<file path="src/rtl/fisreg_pkg.sv">
package fisreg_pkg;
  // word indices (byte offset / 4); write and read maps differ
  localparam int unsigned IDX_TX_ADDR   = 0;
  localparam int unsigned IDX_RX_FIS    = 1;
  localparam int unsigned IDX_CTRL      = 2;
  localparam int unsigned IDX_RX_DATA   = 3;
  localparam int unsigned IDX_CLEAR     = 4;
  localparam int unsigned IDX_RD_ERR    = 1;
  localparam int unsigned IDX_RD_COUNT  = 3;

  // control word bit positions
  localparam int unsigned CTL_RESET_BIT = 31;
  localparam int unsigned CTL_START_BIT = 30;
  localparam int unsigned CTL_DATA_BIT  = 29;

  // clear word bit positions
  localparam int unsigned CLR_D2H_BIT   = 31;
  localparam int unsigned CLR_H2D_BIT   = 30;
  localparam int unsigned CLR_KIND_BIT  = 29;

  // interrupt slots
  localparam int unsigned N_IRQ   = 2;
  localparam int unsigned IRQ_H2D = 0;
  localparam int unsigned IRQ_D2H = 1;

  localparam logic [1:0] RESP_OKAY = 2'b00;
endpackage

</file>
<file path="src/rtl/fisreg_axil.sv">
module fisreg_axil #(
  parameter int unsigned ADDR_W = 5,
  parameter int unsigned DATA_W = 32
) (
  input  logic              clk,
  input  logic              rst_n,
  input  logic [ADDR_W-1:0] s_awaddr,
  input  logic              s_awvalid,
  output logic              s_awready,
  input  logic [DATA_W-1:0] s_wdata,
  input  logic              s_wvalid,
  output logic              s_wready,
  output logic              s_bvalid,
  input  logic              s_bready,
  output logic [1:0]        s_bresp,
  input  logic [ADDR_W-1:0] s_araddr,
  input  logic              s_arvalid,
  output logic              s_arready,
  output logic              s_rvalid,
  input  logic              s_rready,
  output logic [DATA_W-1:0] s_rdata,
  output logic [1:0]        s_rresp,
  output logic              wr_fire,
  output logic [ADDR_W-1:0] wr_addr,
  output logic [DATA_W-1:0] wr_data,
  output logic [ADDR_W-1:0] rd_addr,
  input  logic [DATA_W-1:0] rd_value
);
  import fisreg_pkg::*;

  logic              bvalid_q, bvalid_d;
  logic              rvalid_q, rvalid_d;
  logic [DATA_W-1:0] rdata_q,  rdata_d;
  logic              rd_fire;
  logic              b_free, r_free;

  assign b_free    = !bvalid_q || s_bready;
  assign r_free    = !rvalid_q || s_rready;
  assign wr_fire   = s_awvalid && s_wvalid && b_free;
  assign rd_fire   = s_arvalid && r_free;
  assign s_awready = wr_fire;
  assign s_wready  = wr_fire;
  assign s_arready = r_free;
  assign wr_addr   = s_awaddr;
  assign wr_data   = s_wdata;
  assign rd_addr   = s_araddr;

  always_comb begin
    bvalid_d = bvalid_q;
    rvalid_d = rvalid_q;
    rdata_d  = rdata_q;
    if (wr_fire)       bvalid_d = 1'b1;
    else if (s_bready) bvalid_d = 1'b0;
    if (rd_fire) begin
      rvalid_d = 1'b1;
      rdata_d  = rd_value;
    end else if (s_rready) begin
      rvalid_d = 1'b0;
    end
  end

  always_ff @(posedge clk or negedge rst_n) begin
    if (!rst_n) begin
      bvalid_q <= 1'b0;
      rvalid_q <= 1'b0;
      rdata_q  <= '0;
    end else begin
      bvalid_q <= bvalid_d;
      rvalid_q <= rvalid_d;
      if (rd_fire) rdata_q <= rdata_d;
    end
  end

  assign s_bvalid = bvalid_q;
  assign s_rvalid = rvalid_q;
  assign s_rdata  = rdata_q;
  assign s_bresp  = RESP_OKAY;
  assign s_rresp  = RESP_OKAY;

  // a pending response is held until taken
  a_r12_b_hold: assert property (@(posedge clk) disable iff (!rst_n)
    (s_bvalid && !s_bready) |=> s_bvalid);
  a_r12_r_hold: assert property (@(posedge clk) disable iff (!rst_n)
    (s_rvalid && !s_rready) |=> (s_rvalid && $stable(s_rdata)));
endmodule

</file>
<file path="src/rtl/fisreg_flag.sv">
module fisreg_flag (
  input  logic clk,
  input  logic rst_n,
  input  logic set_i,
  input  logic clr_i,
  output logic q_o
);
  logic q_q, q_d;

  always_comb begin
    q_d = q_q;
    if (clr_i) q_d = 1'b0;
    if (set_i) q_d = 1'b1;   // set beats clear
  end

  always_ff @(posedge clk or negedge rst_n) begin
    if (!rst_n) q_q <= 1'b0;
    else        q_q <= q_d;
  end

  assign q_o = q_q;

  // a flag only rises after its done strobe
  a_r9_rise_needs_set: assert property (@(posedge clk) disable iff (!rst_n)
    $rose(q_o) |-> $past(set_i));
  // a strobe always leaves the flag set, clear or not
  a_r10_set_wins: assert property (@(posedge clk) disable iff (!rst_n)
    set_i |=> q_o);
endmodule

</file>
<file path="src/rtl/fis_dma_regbank.sv">
module fis_dma_regbank #(
  parameter int unsigned ADDR_W     = 5,
  parameter int unsigned DATA_W     = 32,
  parameter int unsigned ERR_W      = 8,
  parameter int unsigned CNT_W      = 24,
  parameter int unsigned WC_W       = 16,
  parameter int unsigned ALIGN_BITS = 9
) (
  input  logic              clk,
  input  logic              rst_n,
  input  logic [ADDR_W-1:0] s_awaddr,
  input  logic              s_awvalid,
  output logic              s_awready,
  input  logic [DATA_W-1:0] s_wdata,
  input  logic              s_wvalid,
  output logic              s_wready,
  output logic              s_bvalid,
  input  logic              s_bready,
  output logic [1:0]        s_bresp,
  input  logic [ADDR_W-1:0] s_araddr,
  input  logic              s_arvalid,
  output logic              s_arready,
  output logic              s_rvalid,
  input  logic              s_rready,
  output logic [DATA_W-1:0] s_rdata,
  output logic [1:0]        s_rresp,
  output logic [DATA_W-1:0] tx_addr_o,
  output logic [DATA_W-1:0] rx_fis_addr_o,
  output logic [DATA_W-1:0] rx_data_addr_o,
  output logic [WC_W-1:0]   tx_words_o,
  output logic              tx_is_data_o,
  output logic              start_o,
  output logic              dp_reset_o,
  output logic              irq_h2d_o,
  output logic              irq_d2h_o,
  input  logic              tx_done_i,
  input  logic              rx_done_i,
  input  logic              rx_nondata_i,
  input  logic              rx_word_i,
  input  logic              err_valid_i,
  input  logic [ERR_W-1:0]  err_code_i
);
  import fisreg_pkg::*;

  localparam int unsigned IDX_W = ADDR_W - 2;
  localparam logic [DATA_W-1:0] LOW_MASK =
    {{(DATA_W-ALIGN_BITS){1'b0}}, {ALIGN_BITS{1'b1}}};

  // reset: asserted asynchronously, released on the clock
  logic [1:0] rst_sync_q;
  logic       rst_l;
  always_ff @(posedge clk or negedge rst_n) begin
    if (!rst_n) rst_sync_q <= 2'b00;
    else        rst_sync_q <= {rst_sync_q[0], 1'b1};
  end
  assign rst_l = rst_sync_q[1];

  // bus front end
  logic              wr_fire;
  logic [ADDR_W-1:0] wr_addr, rd_addr;
  logic [DATA_W-1:0] wr_data, rd_value;

  fisreg_axil #(.ADDR_W(ADDR_W), .DATA_W(DATA_W)) u_axil (
    .clk(clk), .rst_n(rst_l),
    .s_awaddr(s_awaddr), .s_awvalid(s_awvalid), .s_awready(s_awready),
    .s_wdata(s_wdata), .s_wvalid(s_wvalid), .s_wready(s_wready),
    .s_bvalid(s_bvalid), .s_bready(s_bready), .s_bresp(s_bresp),
    .s_araddr(s_araddr), .s_arvalid(s_arvalid), .s_arready(s_arready),
    .s_rvalid(s_rvalid), .s_rready(s_rready), .s_rdata(s_rdata),
    .s_rresp(s_rresp),
    .wr_fire(wr_fire), .wr_addr(wr_addr), .wr_data(wr_data),
    .rd_addr(rd_addr), .rd_value(rd_value)
  );

  // write decode
  logic             wr_ok;
  logic [IDX_W-1:0] wr_idx;
  logic             hit_tx, hit_rxf, hit_rxd, hit_ctrl, hit_clr, hit_addr;
  logic [DATA_W-1:0] addr_clean;
  logic             addr_bad;

  assign wr_ok      = wr_fire && (wr_addr[1:0] == 2'b00);
  assign wr_idx     = wr_addr[ADDR_W-1:2];
  assign hit_tx     = wr_ok && (wr_idx == IDX_W'(IDX_TX_ADDR));
  assign hit_rxf    = wr_ok && (wr_idx == IDX_W'(IDX_RX_FIS));
  assign hit_ctrl   = wr_ok && (wr_idx == IDX_W'(IDX_CTRL));
  assign hit_rxd    = wr_ok && (wr_idx == IDX_W'(IDX_RX_DATA));
  assign hit_clr    = wr_ok && (wr_idx == IDX_W'(IDX_CLEAR));
  assign hit_addr   = hit_tx || hit_rxf || hit_rxd;
  assign addr_clean = wr_data & ~LOW_MASK;
  assign addr_bad   = |(wr_data & LOW_MASK);

  // register state
  logic [DATA_W-1:0] tx_addr_q, rxf_addr_q, rxd_addr_q;
  logic [WC_W-1:0]   words_q;
  logic              is_data_q, start_q, dpr_q;
  logic [ERR_W-1:0]  err_q, err_d;
  logic              align_q, align_d;
  logic [CNT_W-1:0]  cnt_q, cnt_d;
  logic              kind_q, kind_d;

  always_comb begin
    err_d = err_q;
    if (err_valid_i) err_d = err_code_i;

    align_d = align_q;
    if (hit_ctrl && wr_data[CTL_RESET_BIT]) align_d = 1'b0;
    if (hit_addr && addr_bad)               align_d = 1'b1;

    cnt_d = cnt_q;
    if (hit_ctrl)       cnt_d = '0;
    else if (rx_word_i) cnt_d = cnt_q + 1'b1;

    kind_d = kind_q;
    if (hit_clr && wr_data[CLR_KIND_BIT]) kind_d = 1'b0;
    if (rx_done_i)                        kind_d = rx_nondata_i;
  end

  always_ff @(posedge clk or negedge rst_l) begin
    if (!rst_l) begin
      tx_addr_q  <= '0;
      rxf_addr_q <= '0;
      rxd_addr_q <= '0;
      words_q    <= '0;
      is_data_q  <= 1'b0;
      start_q    <= 1'b0;
      dpr_q      <= 1'b0;
      err_q      <= '0;
      align_q    <= 1'b0;
      cnt_q      <= '0;
      kind_q     <= 1'b0;
    end else begin
      if (hit_tx)  tx_addr_q  <= addr_clean;
      if (hit_rxf) rxf_addr_q <= addr_clean;
      if (hit_rxd) rxd_addr_q <= addr_clean;
      if (hit_ctrl) begin
        words_q   <= wr_data[WC_W-1:0];
        is_data_q <= wr_data[CTL_DATA_BIT];
      end
      start_q <= hit_ctrl && wr_data[CTL_START_BIT];
      dpr_q   <= hit_ctrl && wr_data[CTL_RESET_BIT];
      err_q   <= err_d;
      align_q <= align_d;
      cnt_q   <= cnt_d;
      kind_q  <= kind_d;
    end
  end

  // interrupt flags
  logic [N_IRQ-1:0] irq_set, irq_clr, irq_q;
  assign irq_set[IRQ_H2D] = tx_done_i;
  assign irq_clr[IRQ_H2D] = hit_clr && wr_data[CLR_H2D_BIT];
  assign irq_set[IRQ_D2H] = rx_done_i;
  assign irq_clr[IRQ_D2H] = hit_clr && wr_data[CLR_D2H_BIT];

  for (genvar g = 0; g < N_IRQ; g++) begin : g_irq
    fisreg_flag u_flag (
      .clk(clk), .rst_n(rst_l),
      .set_i(irq_set[g]), .clr_i(irq_clr[g]), .q_o(irq_q[g])
    );
  end

  // read map
  logic [IDX_W-1:0] rd_idx;
  assign rd_idx = rd_addr[ADDR_W-1:2];
  always_comb begin
    rd_value = '0;
    if (rd_addr[1:0] == 2'b00) begin
      if (rd_idx == IDX_W'(IDX_RD_ERR)) begin
        rd_value[ERR_W-1:0] = err_q;
        rd_value[ERR_W]     = align_q;
      end else if (rd_idx == IDX_W'(IDX_RD_COUNT)) begin
        rd_value[CNT_W-1:0]  = cnt_q;
        rd_value[DATA_W-1]   = kind_q;
      end
    end
  end

  assign tx_addr_o      = tx_addr_q;
  assign rx_fis_addr_o  = rxf_addr_q;
  assign rx_data_addr_o = rxd_addr_q;
  assign tx_words_o     = words_q;
  assign tx_is_data_o   = is_data_q;
  assign start_o        = start_q;
  assign dp_reset_o     = dpr_q;
  assign irq_h2d_o      = irq_q[IRQ_H2D];
  assign irq_d2h_o      = irq_q[IRQ_D2H];

  // buffer bases never leave the 512-byte grid
  a_r3_tx_aligned: assert property (@(posedge clk) disable iff (!rst_l)
    tx_addr_o[ALIGN_BITS-1:0] == '0);
  a_r3_rx_aligned: assert property (@(posedge clk) disable iff (!rst_l)
    (rx_fis_addr_o[ALIGN_BITS-1:0] == '0) && (rx_data_addr_o[ALIGN_BITS-1:0] == '0));
  // pulses never last two cycles
  a_r5_start_single: assert property (@(posedge clk) disable iff (!rst_l)
    start_o |=> !start_o);
  a_r5_reset_single: assert property (@(posedge clk) disable iff (!rst_l)
    dp_reset_o |=> !dp_reset_o);
  // control write empties the word count
  a_r8_count_cleared: assert property (@(posedge clk) disable iff (!rst_l)
    hit_ctrl |=> (cnt_q == '0));
endmodule

</file>
<file path="config.mk">
export PLATFORM = sky130hd
export DESIGN_NAME = fis_dma_regbank
export DESIGN_NICKNAME = d
export VERILOG_FILES = /design/src/rtl/fisreg_pkg.sv /design/src/rtl/fisreg_axil.sv /design/src/rtl/fisreg_flag.sv /design/src/rtl/fis_dma_regbank.sv
export SDC_FILE = /design/constraint.sdc
export NUM_CORES = 1
export LEC_CHECK = 0
export BUFFER_PORTS_ARGS = -buffer_cell sky130_fd_sc_hd__buf_2
export CORE_MARGIN = 2
export CORE_UTILIZATION = 45
export DETAILED_ROUTE_END_ITERATION = 8
export PLACE_DENSITY = 0.76
export SLEW_MARGIN = 20
export SYNTH_ARGS = -nofsm -noshare
export SYNTH_HDL_FRONTEND = slang
export SYNTH_SLANG_ARGS = --single-unit
export TNS_END_PERCENT = 10
</file>
<file path="constraint.sdc">
create_clock -name clk -period 4.91 [get_ports clk]
set_clock_uncertainty 0.2 [all_clocks]
set_input_delay 0.982 -clock clk [delete_from_list [all_inputs] [get_ports clk]]
set_output_delay 0.982 -clock clk [all_outputs]
set_load 0.03 [all_outputs]
</file>
# Word-level counts from Yosys, hierarchy flattened

Index checks and enable logic that the tools add are counted.

Add/subtract/negate cells: 1
Eq/ne operators: 6
Multiplexer cells: 21
Reduce and logical (&&, ||, !) cells: 32

Operator list:

| kind                                          | count |
|---|---|
| two-way mux 24 bit                            | 4 |
| adder 24 x 1 -> 24 bit, second input constant | 1 |
| logical AND 1 bit                             | 15 |
| two-way mux 1 bit                             | 15 |
| two-way mux 15 bit                            | 1 |
| nonzero test 2 bit                            | 7 |
| == test 3 x 2 -> 1 bit, second input constant | 3 |
| two-way mux 9 bit                             | 1 |
| OR reduction 9 bit                            | 1 |
| == test 3 x 1 -> 1 bit, second input constant | 2 |
| zero test 2 bit                               | 2 |
| logical OR 1 bit                              | 4 |
| == test 3 bit, second input constant          | 1 |
| zero test 3 bit                               | 1 |
| zero test 1 bit                               | 2 |

Register bits after elaboration: 153
Input port bits: 62
Output and inout port bits: 158

# Depth between registers and ports, before layout

Depth in word-level cells: 9
Mapped depth: 6

# Modules after synthesis

Synthesis repeated with hierarchy kept, for this count alone.

Cells, all modules: 590
Area, all modules: 7462.2 sq um

By module, submodules not included:

| module          | times used | cells each | area each (sq um) | seq. area each (sq um) |
|---|---|---|---|---|
| fis_dma_regbank | 1          | 458        | 5587.9            | 3103.0 |
| fisreg_axil     | 1          | 126        | 1801.7            | 850.8 |
| fisreg_flag     | 2          | 3          | 36.3              | 25.0 |

# Worst setup path before layout

OpenSTA, ideal clock, no wires.

Path kind: input-to-output
From: input s_awvalid
To: output s_wready
Arrival time: 1798 ps
Path slack: 1930 ps
Cell stages on the path: 3
Buffers on the path: 1
Cells stage by stage: nand2_1 -> nor2_1 -> buf_4

Word-level cells in the longest chain between the ends: 2

RTL lines:

| item                            | RTL line              | text |
|---|---|---|
| from (decl)                     | fis_dma_regbank.sv:12 | `input logic s_awvalid,` |
| logical AND 1 bit (2 in series) | fisreg_axil.sv:39     | `assign wr_fire = s_awvalid && s_wvalid && b_free;` |
| to (decl)                       | fis_dma_regbank.sv:16 | `output logic s_wready,` |

Every way passes these cells.

# Worst setup path after layout

From: input s_awaddr[4]
To: register tx_addr_q[29] (netlist: tx_addr_o[29])

Word-level cells in the longest chain between the ends: 2

RTL lines:

| item                 | RTL line               | text |
|---|---|---|
| from (decl)          | fis_dma_regbank.sv:11  | `input logic [ADDR_W-1:0] s_awaddr,` |
| zero test 3 bit      | fis_dma_regbank.sv:84  | `assign hit_tx = wr_ok && (wr_idx == IDX_W'(IDX_TX_ADDR));` |
| logical AND 1 bit    | fis_dma_regbank.sv:84  |  |
| to (signal assigned) | fis_dma_regbank.sv:133 | `if (hit_tx) tx_addr_q <= addr_clean;` |
| to (decl)            | fis_dma_regbank.sv:94  | `logic [DATA_W-1:0] tx_addr_q, rxf_addr_q, rxd_addr_q;` |

Every way passes these cells.
A chain may end at the register's enable or synchronous reset.

==> key figures <==
Clock tree
  • Sink Count: 153
  • CTS tree: done
  • CTS Buf Count: 17
  • Worst skew pair latency: between 0.4 and 0.5 ns
  • Clock Tree Root: clkbuf_16
  • H-tree Lvls: 4
  • Max Root-Sink Buffers: 2
  • Clk slew on worst S/H paths: roughly 0.06 ns
  • CTS resizes: 0
  • Cts hold-fix bufs: 0
  • Post-CTS Setup Inserts: 0

Synthesis
  • Synthesized area: around 6500 um^2
  • Distinct cell type count after synthesis: 45
  • Cell type with the largest total area after synthesis: dfrtp_1
  • Post-synth EDFFs: 0
  • Syn Inst Count: roughly 490
  • Yosys reg bits: approximately 150
  • Yosys top cell area share: 59.1%
  • Mean Syn Cell Area: roughly 13 um^2
  • Top cells by area, synth: dfrtp_1 59%, mux2_2 16%, buf_4 5.0%
  • Sequential fraction of the synthesis area: 59.1%
  • Synth warn: 0
  • Main synth FF type: dfrtp_1
  • FFs w/ async S/R, synth: between 90% and 100%

Critical path
  • Critical path data required time: 5.02 ns
  • Crit Path Max Fanout: 23
  • Worst r2r dst: tx_addr_o[29]
  • FF-to-FF setup slack: 2.26 ns
  • Crit path kind: in2reg
  • Beginning of the worst register-to-register path: u_axil.s_bvalid
  • Crit end category: flip-flop
  • Startpoint types: primary input
  • Data arrival time of the worst path: 3.21 ns
  • R2r worst-path depth: 4

Global route
  • Vias in the first global route: 4565
  • Grt total ovfl: 0
  • Largest net degree at the start of global routing: 80
  • GRT Total Usage: 19.7%
  • First-pass GRT wire length: 22700 um
  • Initial antenna violation count: 0

Finish
  • Sequential Area: 3830 um^2
  • Fillcell total: 1154
  • Most common cell after layout, fill and taps aside: buf_2
  • Footprint of the multi-input gates: 2330 um^2
  • ANT cells: 0
  • Commonest non-fill, non-tap cells in the layout: 181 x buf_2, 152 x dfrtp_1, 94 x mux2_2, 39 x conb_1
  • Share of cells above drive strength 1: 48.3%
  • Area Growth Syn to Fin: 24.2%
  • Final Util: a little under three fifths
  • Nets: 729

Timing
  • Final worst-path cycle share: 63.2%
  • Max-slew headroom: between 30% and 40%
  • Fmax: 323 MHz
  • Worst setup margin: 1.81 ns
  • Slew Limit Fails: 0
  • Setup Viol. Count Final: 0
  • Tmin final: 3.10 ns
  • RSZ-0062 raised after global routing: false
  • Setup TNS: 0 ns
  • Worst-margin pin slew: 1.03 ns
  • Final hold vios: 0

Power and ir drop
  • VDD IR-drop max: 0.000267 V
  • PwrDens: 425 nW/um^2
  • Leak Pwr: 0.00428 uW
  • Tot Pwr: 3420 uW

Drt
  • Vias: 4462
  • DR vias/cell: 5.19
  • Starting DRC count in detailed routing: 289
  • Total wire length: 14500 um
  • Drt wl/cell: 16.9 um
  • Final ANT Viol Nets: 0
  • Drt pass-1 iters: 5
  • DRC: 0

Placed design
  • Dpl hpwl: 10400 um
  • GP Congestion: around 0.83
  • Number of port buffers: 181
  • Setup WS pre-CTS: approximately 1.4 ns

Floorplanning
  • Core area: 14000 um^2
  • Row count: 43
  • Die ar.: 15400 um^2
  • Die X: 124 um
  • Die Y: 124 um
  • Initial Utilization: a little under half
  • Io pins: 220

Run
  • Max-capacitance violation count: 0

Status
  • Outcome: finished clean

Hold path
  • Worst min path class: reg2async
==> where the power goes <==
| part | switching (uW) | internal, uW | leakage (uW) |
|---|---|---|---|
| clock | 523 | 835 | 0.000299 |
| combinational | 381 | 189 | 0.00195 |
| sequential | 107 | 1390 | 0.00203 |
==> flip-flops by register name, indices dropped and copies added (netlist names), 2 cells and up <==
register and count:
cnt_q 24, err_q 8, g_irq.u_flag.q_o 2, rst_sync_q 2, rx_data_addr_o 23, rx_fis_addr_o 23
tx_addr_o 23, tx_words_o 16, u_axil.s_rdata 25
==> cells by family after synthesis <==
kind of cell / share of synthesized area (%)
other cells: 0.116
xor+xnor: 1.76
simple gates: 9.00
compound gates: 5.85
buf+inv: 7.48
mux: 16.5
flops: 59.1
fa+ha+maj: 0.193
==> worst max-delay path, stage by stage <==
cell and delay [ns]:
buf_2 0.11, or3_1 0.42, nor3_1 0.41, nand2_1 0.74, mux2_2 0.53
==> area by class of cell <==
cell class                 instances  share of cell area [%]
clock inverter                    11                    1.97
sequential                       153                    47.6
timing repair buffer             188                    12.4
multi-input combinational        293                    28.9
clock buffer                      21                    5.72
inverter                          13                   0.606
tap                              180                    2.80
==> worst max path at each step <==
stage | start | endpoint | slack, ns
floorplan | rst_sync_q[1] | align_q | 0.13
global placement | s_awaddr[4] | rx_data_addr_o[20] | 1.48
detailed placement | s_awaddr[4] | tx_addr_o[25] | 1.35
CTS | s_awaddr[4] | tx_addr_o[29] | 1.80
global route | s_awaddr[4] | tx_addr_o[29] | 1.55
finish | s_awaddr[4] | tx_addr_o[29] | 1.81
==> through the flow <==
| step | area (um^2) | hold slack, ns | std cells |
|---|---|---|---|
| 6_report | 8050 | 0.0187 | 859 |
| 5_1_grt | 8050 | 0.0485 | 859 |
| 4_1_cts | 8010 | 0.111 | 857 |
| 3_5_place_dp | 7390 | 0.143 | 825 |
| 3_3_place_gp | 7390 | 0.139 | 825 |
| 2_1_floorplan | 6620 | 0.131 | 522 |
==> cells in the mapped netlist, drive strengths merged (2+ instances only) <==
library cell / instances
a21o: 3
a21oi: 11
a222oi: 9
a22o: 16
and3: 6
and4: 6
buf: 52
clkbuf: 11
conb: 2
dfrtp: 153
inv: 13
mux2: 94
nand2: 14
nand2b: 4
nand3: 10
nand4: 8
nor2: 17
nor2b: 2
nor3: 4
nor4: 6
o21ai: 6
o31ai: 5
or3: 5
or4: 6
or4b: 2
xnor2: 8
xor2: 5
==> layer usage <==
metal	routed length, um	up-vias	GRT usage, %
li1	-	2030	-
met1	5600	2204	22.8
met2	7430	206	33.9
met3	1200	22	6.46
met4	259	0	8.15
met5	0	-	0
No activity file was read; power rests on OpenSTA's default activity.
